**src/rtl/tcm_router_pkg.sv**
```systemverilog
package tcm_router_pkg;
  typedef enum logic [2:0] {
    TGT_NONE  = 3'd0,
    TGT_TCM   = 3'd1,
    TGT_SRAM  = 3'd2,
    TGT_BOOT  = 3'd3,
    TGT_FLASH = 3'd4
  } tgt_e;

  localparam int unsigned KB = 1024;
endpackage

```
**src/rtl/tcm_enable_reg.sv**
```systemverilog
module tcm_enable_reg (
  input  logic clk,
  input  logic rst_n,
  input  logic we,
  input  logic wdata,
  output logic en
);
  always_ff @(posedge clk) begin
    if (!rst_n)  en <= 1'b0;
    else if (we) en <= wdata;
  end

  AST_EN_TAKES_WRITE: assert property (@(posedge clk) disable iff (!rst_n)
    $past(we) |-> (en == $past(wdata)));
  AST_EN_HOLDS_IDLE: assert property (@(posedge clk) disable iff (!rst_n)
    !$past(we) |-> $stable(en));
endmodule

```
**src/rtl/tcm_instr_decode.sv**
```systemverilog
module tcm_instr_decode
  import tcm_router_pkg::*;
#(
  parameter int unsigned ADDR_W    = 32,
  parameter int unsigned OFF_W     = 22,
  parameter int unsigned TCM_BYTES = 64 * 1024,
  parameter int unsigned CODE_SPAN = 32'h0040_0000
) (
  input  logic              clk,
  input  logic              rst_n,
  input  logic              en,
  input  logic              valid,
  input  logic [ADDR_W-1:0] addr,
  output tgt_e              tgt,
  output logic [OFF_W-1:0]  off,
  output logic              err
);
  localparam logic [ADDR_W-1:0] TCM_LIM  = ADDR_W'(TCM_BYTES);
  localparam logic [ADDR_W-1:0] CODE_LIM = ADDR_W'(CODE_SPAN);
  localparam logic [OFF_W-1:0]  TCM_OFF  = OFF_W'(TCM_BYTES);

  logic in_code, in_tcm;
  assign in_code = (addr < CODE_LIM);
  assign in_tcm  = (addr < TCM_LIM);

  always_comb begin
    tgt = TGT_NONE;
    off = '0;
    err = 1'b0;
    if (valid) begin
      if (!in_code) begin
        err = 1'b1;
      end else if (!en) begin
        tgt = TGT_BOOT;
        off = addr[OFF_W-1:0];
      end else if (in_tcm) begin
        tgt = TGT_TCM;
        off = addr[OFF_W-1:0];
      end else begin
        tgt = TGT_FLASH;
        off = addr[OFF_W-1:0];
      end
    end
  end

  AST_ITCM_BELOW_SIZE: assert property (@(posedge clk) disable iff (!rst_n)
    (tgt == TGT_TCM) |-> (en && off < TCM_OFF));
  AST_BOOT_ONLY_CLEAR: assert property (@(posedge clk) disable iff (!rst_n)
    (tgt == TGT_BOOT) |-> !en);
  AST_FLASH_ABOVE_TCM: assert property (@(posedge clk) disable iff (!rst_n)
    (tgt == TGT_FLASH) |-> (en && addr >= TCM_LIM));
  AST_I_ERR_NO_TGT: assert property (@(posedge clk) disable iff (!rst_n)
    err |-> (tgt == TGT_NONE && off == '0));
  AST_I_IDLE_QUIET: assert property (@(posedge clk) disable iff (!rst_n)
    !valid |-> (tgt == TGT_NONE && !err && off == '0));
endmodule

```
**src/rtl/tcm_data_decode.sv**
```systemverilog
module tcm_data_decode
  import tcm_router_pkg::*;
#(
  parameter int unsigned ADDR_W     = 32,
  parameter int unsigned OFF_W      = 22,
  parameter int unsigned TCM_BYTES  = 64 * 1024,
  parameter int unsigned POOL_BYTES = 384 * 1024,
  parameter int unsigned DTCM_BASE  = 32'h2000_0000,
  parameter int unsigned SRAM_BASE  = 32'h2040_0000
) (
  input  logic              clk,
  input  logic              rst_n,
  input  logic              en,
  input  logic              valid,
  input  logic [ADDR_W-1:0] addr,
  output tgt_e              tgt,
  output logic [OFF_W-1:0]  off,
  output logic              err
);
  localparam int unsigned       SYS_BYTES = POOL_BYTES - 2 * TCM_BYTES;
  localparam logic [ADDR_W-1:0] DT_BASE   = ADDR_W'(DTCM_BASE);
  localparam logic [ADDR_W-1:0] SY_BASE   = ADDR_W'(SRAM_BASE);
  localparam logic [ADDR_W-1:0] DT_SPAN   = ADDR_W'(TCM_BYTES);
  localparam logic [ADDR_W-1:0] SY_SPAN   = ADDR_W'(SYS_BYTES);
  localparam logic [OFF_W-1:0]  DT_OFF    = OFF_W'(TCM_BYTES);
  localparam logic [OFF_W-1:0]  SY_OFF    = OFF_W'(2 * TCM_BYTES);
  localparam logic [OFF_W-1:0]  POOL_END  = OFF_W'(POOL_BYTES);

  logic [ADDR_W-1:0] dt_delta, sy_delta;
  logic              in_dt, in_sy;

  assign dt_delta = addr - DT_BASE;
  assign sy_delta = addr - SY_BASE;
  assign in_dt    = (addr >= DT_BASE) && (dt_delta < DT_SPAN);
  assign in_sy    = (addr >= SY_BASE) && (sy_delta < SY_SPAN);

  always_comb begin
    tgt = TGT_NONE;
    off = '0;
    err = 1'b0;
    if (valid) begin
      if (in_dt) begin
        if (en) begin
          tgt = TGT_TCM;
          off = DT_OFF + dt_delta[OFF_W-1:0];
        end else begin
          err = 1'b1;
        end
      end else if (in_sy) begin
        tgt = TGT_SRAM;
        off = SY_OFF + sy_delta[OFF_W-1:0];
      end else begin
        err = 1'b1;
      end
    end
  end

  AST_DTCM_BAND: assert property (@(posedge clk) disable iff (!rst_n)
    (tgt == TGT_TCM) |-> (en && off >= DT_OFF && off < SY_OFF));
  AST_SRAM_BAND: assert property (@(posedge clk) disable iff (!rst_n)
    (tgt == TGT_SRAM) |-> (off >= SY_OFF && off < POOL_END));
  AST_DTCM_FAULT_OFF: assert property (@(posedge clk) disable iff (!rst_n)
    (valid && !en && addr >= DT_BASE && addr < DT_BASE + DT_SPAN) |-> err);
  AST_D_ERR_NO_TGT: assert property (@(posedge clk) disable iff (!rst_n)
    err |-> (tgt == TGT_NONE && off == '0));
  AST_D_NO_BOOT_FLASH: assert property (@(posedge clk) disable iff (!rst_n)
    (tgt != TGT_BOOT && tgt != TGT_FLASH));
  AST_D_IDLE_QUIET: assert property (@(posedge clk) disable iff (!rst_n)
    !valid |-> (tgt == TGT_NONE && !err && off == '0));
endmodule

```
**src/rtl/tcm_pool_router.sv**
```systemverilog
module tcm_pool_router
  import tcm_router_pkg::*;
#(
  parameter int unsigned ADDR_W    = 32,
  parameter int unsigned TCM_KB    = 64,
  parameter int unsigned POOL_KB   = 384,
  parameter int unsigned CODE_SPAN = 32'h0040_0000,
  parameter int unsigned DTCM_BASE = 32'h2000_0000,
  parameter int unsigned SRAM_BASE = 32'h2040_0000,
  localparam int unsigned POOL_AW  = $clog2(POOL_KB * KB),
  localparam int unsigned CODE_AW  = $clog2(CODE_SPAN),
  localparam int unsigned OFF_W    = (POOL_AW > CODE_AW) ? POOL_AW : CODE_AW
) (
  input  logic              clk,
  input  logic              rst_n,
  input  logic              cfg_we,
  input  logic              cfg_wdata,
  output logic              cfg_rdata,
  input  logic              i_valid,
  input  logic [ADDR_W-1:0] i_addr,
  output logic [2:0]        i_tgt,
  output logic [OFF_W-1:0]  i_off,
  output logic              i_err,
  input  logic              d_valid,
  input  logic [ADDR_W-1:0] d_addr,
  output logic [2:0]        d_tgt,
  output logic [OFF_W-1:0]  d_off,
  output logic              d_err
);
  localparam int unsigned TCM_BYTES  = TCM_KB * KB;
  localparam int unsigned POOL_BYTES = POOL_KB * KB;

  generate
    if (!(TCM_KB == 32 || TCM_KB == 64 || TCM_KB == 128)) begin : g_bad_size
      $error("tcm_pool_router: TCM_KB must be 32, 64 or 128");
    end
    if (2 * TCM_BYTES > POOL_BYTES) begin : g_bad_pool
      $error("tcm_pool_router: pool smaller than both regions");
    end
  endgenerate

  logic en;
  tgt_e i_tgt_e, d_tgt_e;

  tcm_enable_reg u_en (
    .clk   (clk),
    .rst_n (rst_n),
    .we    (cfg_we),
    .wdata (cfg_wdata),
    .en    (en)
  );

  tcm_instr_decode #(
    .ADDR_W    (ADDR_W),
    .OFF_W     (OFF_W),
    .TCM_BYTES (TCM_BYTES),
    .CODE_SPAN (CODE_SPAN)
  ) u_idec (
    .clk   (clk),
    .rst_n (rst_n),
    .en    (en),
    .valid (i_valid),
    .addr  (i_addr),
    .tgt   (i_tgt_e),
    .off   (i_off),
    .err   (i_err)
  );

  tcm_data_decode #(
    .ADDR_W     (ADDR_W),
    .OFF_W      (OFF_W),
    .TCM_BYTES  (TCM_BYTES),
    .POOL_BYTES (POOL_BYTES),
    .DTCM_BASE  (DTCM_BASE),
    .SRAM_BASE  (SRAM_BASE)
  ) u_ddec (
    .clk   (clk),
    .rst_n (rst_n),
    .en    (en),
    .valid (d_valid),
    .addr  (d_addr),
    .tgt   (d_tgt_e),
    .off   (d_off),
    .err   (d_err)
  );

  assign cfg_rdata = en;
  assign i_tgt     = i_tgt_e;
  assign d_tgt     = d_tgt_e;

  AST_RESET_CLEARS_EN: assert property (@(posedge clk)
    !rst_n |=> !cfg_rdata);
  AST_ONE_PORT_TCM_SIDE: assert property (@(posedge clk) disable iff (!rst_n)
    (i_tgt_e == TGT_TCM || d_tgt_e == TGT_TCM) |-> cfg_rdata);
endmodule

```
**config.mk**
```make
export PLATFORM = sky130hd
export DESIGN_NAME = tcm_pool_router
export DESIGN_NICKNAME = d
export VERILOG_FILES = /design/src/rtl/tcm_router_pkg.sv /design/src/rtl/tcm_enable_reg.sv /design/src/rtl/tcm_instr_decode.sv /design/src/rtl/tcm_data_decode.sv /design/src/rtl/tcm_pool_router.sv
export SDC_FILE = /design/constraint.sdc
export NUM_CORES = 1
export LEC_CHECK = 0
export ABC_CLOCK_PERIOD_IN_PS = 1500
export BUFFER_PORTS_ARGS = -buffer_cell sky130_fd_sc_hd__buf_2
export CAP_MARGIN = 20
export CORE_ASPECT_RATIO = 1.4
export CORE_MARGIN = 5
export CORE_UTILIZATION = 29
export DETAILED_ROUTE_END_ITERATION = 6
export HOLD_SLACK_MARGIN = 0.1
export PLACE_DENSITY = 0.81
export SLEW_MARGIN = 20
export SYNTH_ARGS = -nofsm -noshare
export SYNTH_HDL_FRONTEND = slang
export SYNTH_HIERARCHICAL = 1
export SYNTH_SLANG_ARGS = --single-unit
```
**constraint.sdc**
```tcl
create_clock -name clk -period 1.5 [get_ports clk]
set_clock_uncertainty 0.1 [all_clocks]
set_input_delay 0.075 -clock clk [delete_from_list [all_inputs] [get_ports clk]]
set_output_delay 0.075 -clock clk [all_outputs]
set_load 0.05 [all_outputs]
```
==> key figures, run 1 <==
Run status
  – Status: finished with violations
  – Failing checks: negative setup slack

Floorplan
  – Initial core utilization: 0.3030
  – Die width: between 50 and 60 um
  – Top Ports: roughly 120
  – Die Ht: 72.18 um
  – Core Area: roughly 2600 um2
  – Cell Rows: 22
  – Die area: approximately 3900 um2

STA
  – Slew Limit Fails: 0
  – RSZ-0062 raised after global routing: true
  – Final Cycle Share: 1.055
  – Max Freq: ~630 MHz
  – Hold violation count in the final report: 0
  – Final setup viols: 18
  – Final min period: about 1.6 ns
  – Setup WS post-layout: -0.08246 ns

Run
  – MaxCap Viol Count: 0

Critical path
  – Critical Path RT: about 1.3 ns
  – CP Max Fanout: 8
  – Crit end category: output pin
  – Startpoint Class: input port
  – Kind of critical path: in -> out
  – Crit path arrival time: 1.41 ns

Worst hold path
  – Hold Path Class: in -> reg

Global routing
  – Number of global-route vias before repair: 1534
  – Largest net degree at the start of global routing: 24
  – Remaining Overflow, GRT: 0
  – Initial antenna violation count: 0
  – First-pass GRT wire length: just over 7 mm
  – Total GRT Usage: 0.2345

Finish
  – Top reg by flops: u_en/en
  – Layout area overhead: 173.3%
  – Max FFs per register: 1
  – Registers with the highest flip-flop counts: u_en/en (1)
  – Share of cells above drive strength 1: 0.7992
  – Fin nets: 322
  – Register Area: ~24 um2
  – Antenna diodes: 0
  – FILL cells: roughly 160
  – Area of the multi-input gates: ~1000 um2

Yosys
  – Sequential share of the synthesized area: 0.02500
  – YS warnings: 6
  – Gate Count Post-Synth: approximately 100
  – Top cells by area, synth: and2_1 18%, nor3b_2 16%, ha_1 9.4%
  – Area fraction of the dominant cell type after synthesis: 0.1797
  – Most frequent cell after synthesis: and2_1
  – EDFF count, synth: 0
  – Flop and latch count out of synthesis: 1
  – Async SR Flop Fraction: 0
  – Synth area leader: and2_1
  – Syn avg cell area: 7.928 um2
  – Synth Cell Area: about 800 um2
  – Top FF cell, synth: dfxtp_1
  – Unique cell type count in the Yosys netlist: 31
  – Commonest cells in the netlist: 23 x and2_1, 10 x nor3b_2, 7 x nand3_1

Place
  – Placement Setup Slack: -0.2372 ns
  – Gpl congestion: 0.7905
  – DPL Wire Length: 3.461 mm
  – IO buf count: ~120

Routing
  – Total number of vias: roughly 1400
  – Drt wl/cell: about 18 um
  – DRT Pass-1 Iters: 5
  – Vias per inst: roughly 4.9
  – Routed Antenna Nets: 0
  – First DRT Iteration DRCs: 30
  – Number of remaining DRC errors: 0
  – Routed Wire Length: 5.009 mm

Power and ir drop
  – Pwr per Cell Area: 175.3 nW/um2
  – Tot Pwr: 0.0003837 W
  – Leakage: ~1.2 nW
  – Max IR drop VDD: around 0.2 mV

Clock tree
  – Clk_lat worst skew: 0 ns
  – Worst-path clk slew: 0 ns
area by class of cell:
| cell class | count | share of cell area |
|---|---|---|
| timing repair buffer | 148 | 0.4957 |
| sequential | 1 | 0.01086 |
| tap | 36 | 0.02058 |
| inverter | 5 | 0.01201 |
| multi-input combinational | 90 | 0.4608 |
final timing paths:
path | from | endpoint | cells after the start | slack (ns)
setup / recovery | d_addr[30] | d_off[15] | 8 | -0.08
hold / removal | rst_n | u_en/en | 2 | 0.21
setup reg to reg | u_en/en | u_en/en | 3 | 0.59
hold reg to reg | u_en/en | u_en/en | 3 | 0.58
cells by family after synthesis:
| logic type | count (synthesis) | synth area share |
|---|---|---|
| buffers and inverters | 14 | 0.1109 |
| adders and majority gates | 6 | 0.09375 |
| and+or+nand+nor | 66 | 0.6125 |
| muxes | 1 | 0.01250 |
| DFF | 1 | 0.02500 |
| AOI/OAI and AO/OA | 8 | 0.09687 |
| xor gates and xnor gates | 4 | 0.04376 |
| other | 1 | 0.004683 |
timing repair:
| action | CTS | global route |
|---|---|---|
| hold buffers | 0 | 0 |
| hold endpoints to repair | 0 | 0 |
| pin swaps | 8 | 4 |
| buffers inserted | 4 | 0 |
| gates resized for setup | 66 | 27 |
| setup endpoints to repair | 25 | 47 |
| gates cloned | 1 | 2 |
routing by layer:
metal | global-route usage | vias up | routed length, um
li1 | - | 636 | -
met1 | 0.2203 | 627 | 1460
met2 | 0.4847 | 105 | 2897
met3 | 0.03901 | 16 | 494
met4 | 0.05263 | 0 | 157
met5 | 0 | - | 0
through the flow:
stage	utilization	TNS (ns)	hold WS, ns	cell area [um2]	std cells
floorplan	-	-5.344	0.1018	1021	103
global placement	0.6795	-3.516	0.1869	1795	274
detailed placement	0.6795	-4.368	0.1966	1795	274
CTS	0.7874	-0.6620	0.1992	2081	279
global route	0.8281	-2.211	0.2345	2188	280
finish	0.8281	-1.175	0.2093	2188	280
where the power goes:
part	internal [W]	total, W	switching [W]
clock network	0	0	0
registers	0.0000281	0.0000289	0.000000799
logic	0.000177	0.000355	0.000178
layout by cell type (no fill, tap or decap), types with 3 or more instances in the layout:
cell type and count:
nand3_2 4, nor2_1 4, buf_6 27, a21oi_4 3, nor4_4 3, nand3_1 3, conb_1 3, buf_2 80
ha_1 4, nor3b_4 16, buf_12 3, clkbuf_4 13, buf_4 22, and2_1 22
critical path, stage by stage:
cell and delay [ns]:
buf_8 0.10, inv_6 0.05, ha_4 0.19, and4b_1 0.20, a22oi_4 0.36, buf_12 0.21, nor3b_4 0.06, buf_6 0.15
Note: power is estimated with default switching activity, not from simulation.
==> run 2, diff against run 1 <==
--- a/config.mk
+++ b/config.mk
@@ -10,12 +10,11 @@
 export CAP_MARGIN = 20
 export CORE_ASPECT_RATIO = 1.4
 export CORE_MARGIN = 5
-export CORE_UTILIZATION = 29
+export CORE_UTILIZATION = 27
 export DETAILED_ROUTE_END_ITERATION = 6
 export HOLD_SLACK_MARGIN = 0.1
 export PLACE_DENSITY = 0.81
 export SLEW_MARGIN = 20
 export SYNTH_ARGS = -nofsm -noshare
 export SYNTH_HDL_FRONTEND = slang
-export SYNTH_HIERARCHICAL = 1
 export SYNTH_SLANG_ARGS = --single-unit
==> key figures, run 2 <==
STA
  – RSZ-0062 raised after global routing: true
  – Final min period: between 1.5 and 2 ns
  – Max Freq: ~550 MHz
  – Final setup viols: 48
  – Setup WS post-layout: -0.3098 ns
  – Hold violation count in the final report: 0
  – Slew Limit Fails: 0
  – Final Hold Slack: 0.2529 ns
  – Final Cycle Share: 1.207

Floorplan
  – Die area: 3745 um2
  – Die width: about 53 um
  – Cell Rows: 22
  – Initial core utilization: 0.2752
  – Core Area: roughly 2600 um2
  – Top Ports: 123
  – Die Ht: 70.44 um

Critical path
  – Critical Path RT: ~1.3 ns
  – Crit end category: output pin
  – Crit path arrival time: around 1.6 ns
  – Startpoint Class: input port
  – CP Max Fanout: 8
  – Kind of critical path: in -> out

Run status
  – Failing checks: negative setup slack
  – Status: finished with violations

Yosys
  – Adder-Cell Fraction of Synth Area: 0.1066
  – Sequential share of the synthesized area: 0.02842
  – Xor and xnor area share after synthesis: 0.03730
  – Post-synthesis mux area share: 0.01421
  – Synth Cell Area: between 700 and 800 um2
  – Area fraction of the dominant cell type after synthesis: 0.2220
  – Syn avg cell area: ~7.3 um2
  – Unique cell type count in the Yosys netlist: 33
  – Flop and latch count out of synthesis: 1
  – Largest family of logic cells by synthesized area: simple AND/OR/NAND/NOR gates
  – YS warnings: 0
  – EDFF count, synth: 0
  – Synth area leader: and2_1
  – Top cells by area, synth: and2_1 22%, and2_2 16%, ha_1 11%
  – Synth Area in Compound Gates: 0.1243
  – Async SR Flop Fraction: 0
  – Synth Area in Simple Gates: 0.5986
  – Top FF cell, synth: dfxtp_1
  – Gate Count Post-Synth: between 90 and 100
  – Commonest cells in the netlist: 25 x and2_1, 15 x and2_2, 8 x nor2_1
  – Most frequent cell after synthesis: and2_1

Routing
  – Number of remaining DRC errors: 0
  – Drt wl/cell: 23.05 um
  – Vias per inst: between 5 and 6
  – DRT Pass-1 Iters: 4
  – Routed Wire Length: roughly 6.5 mm
  – Routed Antenna Nets: 0
  – First DRT Iteration DRCs: 30
  – Total number of vias: approximately 1400

Finish
  – Fin nets: between 300 and 400
  – Top reg by flops: u_en.en
  – Max FFs per register: 1
  – Share of cells above drive strength 1: 0.9016
  – Commonest non-fill, non-tap cell in the layout: buf_2
  – Design Area, Final: between 2000 and 2500 um2
  – Registers with the highest flip-flop counts: u_en.en (1)
  – Layout area overhead: 239.8%
  – Most frequent cells in the layout: 65 x buf_2, 40 x buf_8, 38 x and2_4

Place
  – Post-DP Area: ~1600 um2
  – DPL Wire Length: 3.345 mm
  – Gpl congestion: 0.8633
  – IO buf count: between 100 and 150

Global routing
  – Initial antenna violation count: 1
  – Largest net degree at the start of global routing: 13
  – Total GRT Usage: 0.2466
  – Remaining Overflow, GRT: 0
  – Number of global-route vias before repair: around 1400
  – First-pass GRT wire length: approximately 7 mm

Power and ir drop
  – Max IR drop VDD: about 0.18 mV
  – Leakage: roughly 1.2 nW
  – Tot Pwr: about 0.00034 W
  – Pwr per Cell Area: about 140 nW/um2

Clock tree
  – # hold bufs at CTS: 0
  – Worst-path clk slew: 0 ns
  – Clk_lat worst skew: 0 ns

Run
  – MaxCap Viol Count: 0

Worst hold path
  – Hold Path Class: in -> reg
==> run 2: cell types whose count changed after synthesis, moves of 3 or more <==
cell     delta
nor3b_2    -10
nor4_1      +3
and2_2     +15
nand3_1     -6
nor3b_1     -4
==> run 2: repair_timing <==
action / in CTS / in global routing
gates cloned: 2 / 2
hold endpoints to repair: 0 / 0
buffers inserted: 6 / 4
gates resized for setup: 129 / 67
setup endpoints to repair: 48 / 48
pin swaps: 9 / 33
==> run 2: layer usage <==
layer | vias up | global-route usage | wire length [um]
li1 | 615 | - | -
met1 | 653 | 0.2184 | 1945
met2 | 128 | 0.4696 | 3282
met3 | 20 | 0.1557 | 1009
met4 | 0 | 0.01420 | 238
met5 | - | 0 | 0
==> run 2: final cells by class <==
cell class / count / area, um2
antenna: 1 / 2.502
inverter: 5 / 21.27
sequential: 1 / 23.77
timing repair buffer: 151 / 1406
tap: 36 / 45.04
multi-input combinational: 87 / 894.6
fill: 89 / 166.4
==> run 2: metrics by stage <==
step           std cells  TNS [ns]    util  worst slack, ns
2_1_floorplan         99    -2.232       -          -0.2292
3_3_place_gp         267    -10.06  0.6232          -0.3233
3_5_place_dp         267    -10.69  0.6232          -0.3515
4_1_cts              275    -4.180  0.8319          -0.2501
5_1_grt              281    -11.51  0.9350          -0.3670
6_report             281    -8.621  0.9350          -0.3098
==> run 2: worst paths after layout <==
| path | end | startpoint | cells after the start | slack [ns] |
|---|---|---|---|---|
| setup / recovery | d_off[14] | d_addr[30] | 9 | -0.31 |
| hold / removal | u_en.en | rst_n | 2 | 0.25 |
| setup reg to reg | u_en.en | u_en.en | 3 | 0.55 |
| hold reg to reg | u_en.en | u_en.en | 3 | 0.64 |
==> run 2: power by group <==
group             internal [W]  leakage (nW)  switching (W)        total [W]
Combinational         0.000150          1.16       0.000161         0.000312
Sequential           0.0000281       0.00892     0.00000127        0.0000294
Clock          0.0000000000891    0.00000634              0  0.0000000000891
Total                 0.000179          1.17       0.000162         0.000341
==> run 2: cells by family (layout without fill, tap and decap cells) <==
logic type                 count (synthesis)  after routing
and+or+nand+nor                           65             65
buffers and inverters                     11            156
AOI/OAI and AO/OA                          9              9
adders and majority gates                  6              6
xor gates and xnor gates                   3              3
other                                      1              4
muxes                                      1              1
DFF                                        1              1
==> run 2: critical path: stages <==
cell       delay (ns)
buf_8            0.08
inv_4            0.04
ha_4             0.17
xnor2_4          0.12
or3b_4           0.41
a21oi_4          0.25
clkbuf_16        0.19
and2_4           0.15
buf_8            0.14
